==> config.mk <==
export PLATFORM = sky130hd
export DESIGN_NAME = prescaled_down_timer
export DESIGN_NICKNAME = d
export VERILOG_FILES = /design/src/rtl/tmr_pkg.sv /design/src/rtl/tmr_ctl.sv /design/src/rtl/tmr_datapath.sv /design/src/rtl/prescaled_down_timer.sv
export SDC_FILE = /design/constraint.sdc
export NUM_CORES = 1
export LEC_CHECK = 0
export ABC_CLOCK_PERIOD_IN_PS = 6650
export BUFFER_PORTS_ARGS = -buffer_cell sky130_fd_sc_hd__buf_2
export CAP_MARGIN = 30
export CELL_PAD_IN_SITES_DETAIL_PLACEMENT = 1
export CELL_PAD_IN_SITES_GLOBAL_PLACEMENT = 1
export CORE_MARGIN = 2
export CORE_UTILIZATION = 40
export CTS_CLUSTER_DIAMETER = 40
export DETAILED_ROUTE_END_ITERATION = 10
export PLACE_DENSITY = 0.87
export SLEW_MARGIN = 30
export SYNTH_ARGS = -nofsm -noshare
export SYNTH_HDL_FRONTEND = slang
export SYNTH_SLANG_ARGS = --single-unit
==> constraint.sdc <==
create_clock -name clk -period 6.65 [get_ports clk]
set_clock_uncertainty 0.05 [all_clocks]
set_input_delay 1.33 -clock clk [delete_from_list [all_inputs] [get_ports clk]]
set_output_delay 1.33 -clock clk [all_outputs]
set_load 0.01 [all_outputs]
==> src/rtl/tmr_pkg.sv <==
package tmr_pkg;
  typedef enum logic [1:0] {
    SEL_CTRL = 2'd0,
    SEL_INIT = 2'd1,
    SEL_CUR  = 2'd2,
    SEL_DIV  = 2'd3
  } regSel_e;

  localparam int PERIODIC_BIT = 17;
  localparam int MASK_BIT     = 16;
  localparam int SHIFT_W      = 3;
  localparam logic [3:0] DIV_KEEP = 4'hB;

  typedef struct packed {
    logic               loadInit;
    logic               periodic;
    logic               masked;
    logic [SHIFT_W-1:0] shift;
  } tmrCmd_t;

  function automatic logic [SHIFT_W-1:0] divToShift(input logic [3:0] divVal);
    logic [SHIFT_W-1:0] code;
    code = {divVal[3], divVal[1:0]};
    return code + 3'd1;
  endfunction
endpackage

==> src/rtl/tmr_ctl.sv <==
module tmr_ctl
  import tmr_pkg::*;
#(
  parameter int DATA_W = 32,
  parameter int CNT_W  = 32
) (
  input  logic              clk,
  input  logic              rstN,
  input  logic              wrEn,
  input  logic [1:0]        wrAddr,
  input  logic [DATA_W-1:0] wrData,
  input  logic [1:0]        rdAddr,
  input  logic [CNT_W-1:0]  curCount,
  output logic [DATA_W-1:0] rdData,
  output logic [CNT_W-1:0]  initVal,
  output logic [CNT_W-1:0]  loadVal,
  output tmrCmd_t           cmd
);
  logic       periodicReg;
  logic       maskReg;
  logic [3:0] divReg;
  logic       wrCtrl, wrInit, wrDiv;

  assign wrCtrl = wrEn && (regSel_e'(wrAddr) == SEL_CTRL);
  assign wrInit = wrEn && (regSel_e'(wrAddr) == SEL_INIT);
  assign wrDiv  = wrEn && (regSel_e'(wrAddr) == SEL_DIV);

  always_ff @(posedge clk) begin
    if (!rstN) begin
      periodicReg <= 1'b0;
      maskReg     <= 1'b1;
      divReg      <= 4'd0;
      initVal     <= '0;
    end else begin
      if (wrCtrl) begin
        periodicReg <= wrData[PERIODIC_BIT];
        maskReg     <= wrData[MASK_BIT];
      end
      if (wrDiv)  divReg  <= wrData[3:0] & DIV_KEEP;
      if (wrInit) initVal <= wrData[CNT_W-1:0];
    end
  end

  assign loadVal = wrData[CNT_W-1:0];

  always_comb begin
    cmd.loadInit = wrInit;
    cmd.periodic = periodicReg;
    cmd.masked   = maskReg;
    cmd.shift    = divToShift(divReg);
  end

  always_comb begin
    rdData = '0;
    unique case (regSel_e'(rdAddr))
      SEL_CTRL: begin
        rdData[PERIODIC_BIT] = periodicReg;
        rdData[MASK_BIT]     = maskReg;
      end
      SEL_INIT: rdData[CNT_W-1:0] = initVal;
      SEL_CUR:  rdData[CNT_W-1:0] = curCount;
      SEL_DIV:  rdData[3:0]       = divReg;
      default:  rdData = '0;
    endcase
  end


  div_keep_chk: assert property (@(posedge clk) disable iff (!rstN)
    wrDiv |=> (divReg == ($past(wrData[3:0]) & 4'hB)));


  ctrl_keep_chk: assert property (@(posedge clk) disable iff (!rstN)
    wrCtrl |=> (periodicReg == $past(wrData[PERIODIC_BIT]) && maskReg == $past(wrData[MASK_BIT])));
endmodule

==> src/rtl/tmr_datapath.sv <==
module tmr_datapath
  import tmr_pkg::*;
#(
  parameter int CNT_W = 32
) (
  input  logic             clk,
  input  logic             rstN,
  input  tmrCmd_t          cmd,
  input  logic [CNT_W-1:0] initVal,
  input  logic [CNT_W-1:0] loadVal,
  output logic [CNT_W-1:0] count,
  output logic             expire
);
  localparam int PRE_W = (1 << SHIFT_W) - 1;

  logic [PRE_W-1:0] preCnt;
  logic [PRE_W-1:0] preLimit;
  logic             tick;
  logic             atZero;
  logic             armed;
  logic             fire;

  always_comb begin
    for (int i = 0; i < PRE_W; i++) begin
      preLimit[i] = (i < int'(cmd.shift));
    end
  end

  assign tick   = (preCnt >= preLimit);
  assign atZero = (count == '0);
  assign fire   = tick && atZero && !cmd.masked &&
                  (cmd.periodic ? (initVal != '0) : armed);

  always_ff @(posedge clk) begin
    if (!rstN) begin
      preCnt <= '0;
      count  <= '0;
      armed  <= 1'b0;
      expire <= 1'b0;
    end else if (cmd.loadInit) begin
      preCnt <= '0;
      count  <= loadVal;
      armed  <= (loadVal != '0);
      expire <= 1'b0;
    end else begin
      preCnt <= tick ? '0 : preCnt + 1'b1;
      expire <= fire;
      if (tick) begin
        if (!atZero) begin
          count <= count - 1'b1;
        end else if (cmd.periodic) begin
          count <= initVal;
        end else begin
          armed <= 1'b0;
        end
      end
    end
  end


  pulse_width_chk: assert property (@(posedge clk) disable iff (!rstN)
    expire |=> !expire);


  mask_gate_chk: assert property (@(posedge clk) disable iff (!rstN)
    expire |-> !$past(cmd.masked));


  oneshot_hold_chk: assert property (@(posedge clk) disable iff (!rstN)
    (!cmd.loadInit && !cmd.periodic && atZero) |=> (count == '0));


  periodic_wrap_chk: assert property (@(posedge clk) disable iff (!rstN)
    (!cmd.loadInit && cmd.periodic && tick && atZero) |=> (count == $past(initVal)));


  step_hold_chk: assert property (@(posedge clk) disable iff (!rstN)
    (!cmd.loadInit && !tick) |=> $stable(count));
endmodule

==> src/rtl/prescaled_down_timer.sv <==
module prescaled_down_timer
  import tmr_pkg::*;
#(
  parameter int DATA_W = 32,
  parameter int CNT_W  = 32
) (
  input  logic              clk,
  input  logic              rstN,
  input  logic              wrEn,
  input  logic [1:0]        wrAddr,
  input  logic [DATA_W-1:0] wrData,
  input  logic [1:0]        rdAddr,
  output logic [DATA_W-1:0] rdData,
  output logic [CNT_W-1:0]  curCount,
  output logic              expire
);
  tmrCmd_t          cmd;
  logic [CNT_W-1:0] initVal;
  logic [CNT_W-1:0] loadVal;

  tmr_ctl #(.DATA_W(DATA_W), .CNT_W(CNT_W)) u_ctl (
    .clk(clk), .rstN(rstN), .wrEn(wrEn), .wrAddr(wrAddr), .wrData(wrData),
    .rdAddr(rdAddr), .curCount(curCount), .rdData(rdData),
    .initVal(initVal), .loadVal(loadVal), .cmd(cmd)
  );

  tmr_datapath #(.CNT_W(CNT_W)) u_dp (
    .clk(clk), .rstN(rstN), .cmd(cmd), .initVal(initVal), .loadVal(loadVal),
    .count(curCount), .expire(expire)
  );
endmodule

Word-level counts from Yosys, hierarchy flattened
Index checks and enable logic that the tools add are counted.

storage, ports and cells
  register bits after elaboration = 78
  logic and storage cells = 58

operators by class
  order comparisons = 8
  bitwise operators = 1
  reduce and logical (&&, ||, !) cells = 18
  eq/ne operators = 7
  add/sub/neg operators = 3
  multiplexer cells = 13

operators with widths
  cell                     count
  $mux W32                 4
  $reduce_bool A32 Y1      2
  $logic_not A32 Y1        1
  $sub A32 B1 Y32 const B  1
  $pmux W14 S2             1
  $pmux W12 S2             1
  $pmux W4 S3              1
  $lt A3 B3 Y1 const A     3
  $add A7 B1 Y7 const B    1
  $ge A7 B7 Y1             1
  $eq A2 B2 Y1 const B     3
  $logic_and A1 B1 Y1      6
  $lt A1 B3 Y1 const A     2
  $lt A2 B3 Y1 const A     2
  $pmux W2 S3              1
  $mux W1                  5
  $eq A2 B1 Y1 const B     2
  $logic_not A2 Y1         2
  $reduce_bool A2 Y1       2
  $add A3 B1 Y3 const B    1
  $ne A3 B3 Y1 const B     1
  $reduce_and A3 Y1        1
  $reduce_or A3 Y1         1
  $ne A2 B2 Y1 const B     1
  other kinds (4)          4

Depth between registers and ports, before layout
  depth in word-level cells = 6
  depth in mapped cells = 14
  gate-level depth less buffers = 11

Hierarchy
Synthesis repeated with hierarchy kept, for this count alone.

second synthesis, totals
  cells, all modules = 700
  area total of the unflattened synthesis = 5,519.0 um^2

by module, submodules not included
  module        cells each  seq. area each (um^2)  area an instance (um^2)  instances
  tmr_datapath  425         820.8                  3,189.3                  1
  tmr_ctl       275         740.7                  2,329.7                  1

Worst setup path after synthesis
OpenSTA, ideal clock, no wires.

  path kind = input to output
  start = input port rdAddr[0]
  end = output port rdData[0]
  arrival = 2,246 ps
  buffers on the path = 1
  path slack = 3,024 ps
  cell stages on the path = 5
  data required time = 5,270 ps
  path through = inv_1 ha_1 clkbuf_1 a222oi_1 nor2_1

between the ends
  word-level cells in the longest chain between the ends = 2
  elaborated cells on any way between the ends = 4
  classes of those cells = eq/ne (3); mux (1)

RTL lines
  item                                                 RTL line                    text
  start, declared                                      prescaled_down_timer.sv:12  input logic [1:0] rdAddr,
  $eq A2 B2 Y1 / $eq A2 B1 Y1 (equally long branches)  tmr_ctl.sv:55               unique case (regSel_e'(rdAddr))
  $pmux W4 S3 *                                        tmr_ctl.sv:55
  end, declared                                        prescaled_down_timer.sv:13  output logic [DATA_W-1:0] rdData,

Mark *: on every way between the ends. The rest lies on a longest branch, timed or not.

Worst setup path in the final report
  start = input port rdAddr[0]
  end = output port rdData[4]

between the ends
  word-level cells in the longest chain between the ends = 2
  elaborated cells on any way between the ends = 3
  classes of those cells = eq/ne (2); mux (1)

RTL lines
  item                                                 RTL line
  $eq A2 B2 Y1 / $eq A2 B1 Y1 (equally long branches)  tmr_ctl.sv:55
  $pmux W12 S2 *                                       tmr_ctl.sv:55

Marked as above.

==> metrics <==
FF/Latch Area between 1500 and 2000 um2; Core Footprint about 12000 um2; Worst Hold Class reg2reg; Distinct cells, synth 59; Top cell by count, worst path buf_2; top_reg_cell synth dfxtp_1; Comb pwr share 0.541; Mapped Area just under 5000 um2; Clock Path Buffers 2; leakage ~2.3 nW; cts hold-fix bufs 0; min cycle time layout ~4200 ps; synthesis-stage register bit count 78; critical path class in2out; CTS Buf Count 9; Max Cap Viol 0; internal power roughly 0.0014 W; Warnings, synthesis 0; Tcrit/Tclk final 0.632; initial drt markers about 450; clock power share 0.186; Syn Nets approximately 730; Relative slew margins 0.407; Die Y approximately 120 um; CP max FO 26; root buffer cell clkbuf_16; htree depth 3; ys async rst share 0; setup_tns 0 ps; arrival time worst endpoint approximately 2800 ps; Power Dens Cells between 400 and 500 nW/um2; Switching Power about 0.0013 W; # DRC 0; Fmax around 0.24 GHz; Critical Path Sink Type output pin; Peak VDD IR approximately 0.00021 V; CTS tree yes; sequential share of power 0.272; register area share after synthesis 0.316; layout cells sized above 1 0.178; first-pass GRT wire length about 30000 um; number of post-CTS setup repair buffers 0; final hold vios 0; status completed; vias in the first global route 5655; Area Growth Syn to Fin 17.0%; unrepaired setup endpoints after global routing false; final setup fails 0; kind of start point of the critical path input port; clock sink count 78; CP cell instances buf_2, inv_1, ha_1, nor2b_1, buf_2; via count between 5000 and 6000; dpl hpwl 13300 um; Layout fillers ~1500; CP max stage delay around 860 ps; ANT nets after route 0; initial antenna violation count 0; initial cell density of the core 0.411; final wirelength slightly below 20000 um; grt total ovfl 0; Crit path max-delay family adder cells; row count 40; pin count of the biggest net entering global routing just under 60; input/output buffers slightly above 100; GPL Wtd Cong approximately 0.87; Syn Inst Count between 600 and 700; IO Count around 100; CTS clock-pin slew for the worst setup and hold paths approximately 60 ps; number of synthesized flops with an enable pin 0; antenna diode count 0; WP buf/inv 3; Clk Latency, worst-skew pair around 350 ps; critical path's slowest cell ha_1; internal reg-to-reg setup slack between 2000 and 3000 ps; Worst Max-Slew Pin Slew roughly 900 ps; post-CTS sizing 0; Die Width between 100 and 150 um; Die ar. ~13000 um2; vias per cell between 6 and 7; Worst Path Required approximately 5300 ps; routed wire length per instance 21.6 um; Avg Synthesized Cell Area roughly 7.3 um2; Sw Ratio 0.487; Slew Viols, Final 0; DR pass1 iterations 5; area of the multi-input gates 3130 um2; Total GRT Usage 0.292; Final #Nets about 800; Post-Route Utilization 0.481
==> logic make-up (layout without fill, tap and decap cells) <==
family / Yosys count / in the layout / share of synthesized area
fa+ha+maj: 16 / 16 / 0.0405
simple gates: 281 / 281 / 0.283
xor+xnor: 18 / 18 / 0.0319
flops: 78 / 78 / 0.316
buf+inv: 64 / 137 / 0.0517
mux: 6 / 6 / 0.0122
compound gates: 213 / 213 / 0.265
==> sequential cells by signal, summed over array words and instances (netlist names) <==
name / cells
u_ctl.divReg: 3
u_ctl.maskReg: 1
u_ctl.initVal: 32
u_dp.expire: 1
u_dp.count: 32
u_dp.armed: 1
u_ctl.periodicReg: 1
u_dp.preCnt: 7
==> cell usage after synthesis (3+ instances only) <==
| library cell | count | area share |
|---|---|---|
| dfxtp_1 | 78 | 0.32 |
| a21oi_1 | 87 | 0.088 |
| a222oi_1 | 5 | 0.010 |
| or4_1 | 10 | 0.015 |
| nand2_1 | 104 | 0.079 |
| o211ai_1 | 17 | 0.026 |
| nand3_1 | 22 | 0.022 |
| xnor2_1 | 12 | 0.021 |
| o31ai_1 | 6 | 0.0091 |
| nor4_1 | 20 | 0.025 |
| nor3_1 | 16 | 0.016 |
| nor2b_1 | 29 | 0.037 |
| a31oi_1 | 9 | 0.011 |
| mux2i_1 | 6 | 0.012 |
| nand4_1 | 5 | 0.0063 |
| ha_1 | 16 | 0.041 |
| and3_1 | 6 | 0.0076 |
| xor2_1 | 6 | 0.011 |
| nand2b_1 | 3 | 0.0038 |
| inv_1 | 10 | 0.0076 |
| o21bai_1 | 4 | 0.0061 |
| a22oi_1 | 27 | 0.041 |
| nor2_1 | 47 | 0.036 |
| or3_1 | 4 | 0.0051 |
| o21ai_0 | 38 | 0.039 |
| clkbuf_1 | 46 | 0.035 |
| buf_2 | 3 | 0.0030 |
==> per-stage QoR <==
stage | std cells | hold WS (ps) | area [um2] | setup slack [ps] | total power, W
after floorplan | 676 | 391 | 4940 | 3020 | 0.00171
after global placement | 880 | 410 | 5480 | 2600 | 0.00203
after detailed placement | 880 | 418 | 5490 | 2470 | 0.00210
after CTS | 896 | 425 | 5780 | 2460 | 0.00262
after global routing | 896 | 459 | 5780 | 2320 | 0.00282
final | 896 | 426 | 5780 | 2440 | 0.00266
==> layout by cell type (no fill, tap or decap), drive strengths merged, types with 3 or more instances in the layout <==
cell      netlist  final
buf             7    110
nor3           17     17
nor2b          29     29
nand3          22     22
o211ai         17     17
mux2i           6      6
nand4           6      6
o21bai          4      4
nor4           21     21
a21oi          87     87
xor2            6      6
a222oi          5      5
o21ai          38     38
xnor2          12     12
a22oi          27     27
clkbuf         46     10
dfxtp          78     78
ha             16     16
nand2         104    104
a31oi           9      9
and3            6      6
o31ai           6      6
nand2b          3      3
or4            10     10
inv            10     10
clkinv          1      3
nor2           47     47
or3             4      4
clkinvlp        0      3
==> path summary, 6_finish.rpt <==
path | startpoint | endpoint | cells past startpoint
min | u_dp.armed | u_dp.armed | 2
min reg2reg | u_dp.armed | u_dp.armed | 2
max reg2reg | u_ctl.divReg[0] | u_dp.count[0] | 12
max | rdAddr[0] | rdData[4] | 5
==> power by group through the flow <==
stage / clock (W) / combinational (W) / sequential [W]
global route: 0.000516 / 0.00156 / 0.000738
CTS: 0.000498 / 0.00141 / 0.000715
global placement: 0 / 0.00132 / 0.000710
finish: 0.000495 / 0.00144 / 0.000723
floorplan: 0 / 0.00103 / 0.000680
detailed placement: 0 / 0.00138 / 0.000722
==> worst min-delay path: cells and delay by family (launching register included) <==
| family | cells | cell delay (ps) |
|---|---|---|
| compound gates | 2 | 120 |
| flops | 1 | 310 |
==> routing by layer <==
layer / vias to the layer above / global-route usage / wire, um
li1: 2588 / - / -
met1: 2776 / 0.375 / 7980
met2: 276 / 0.485 / 9340
met3: 61 / 0.0506 / 1380
met4: 0 / 0.124 / 637
met5: - / 0 / 0
==> area by class of cell <==
cell class | instances | area share
flip-flops and latches | 78 | 0.270
clock inverters | 6 | 0.0108
repair buffers | 110 | 0.0983
multi-input cells | 534 | 0.542
inverters | 11 | 0.00714
well taps | 147 | 0.0318
clock buffers | 10 | 0.0396
(Power assumes the default switching activity.)
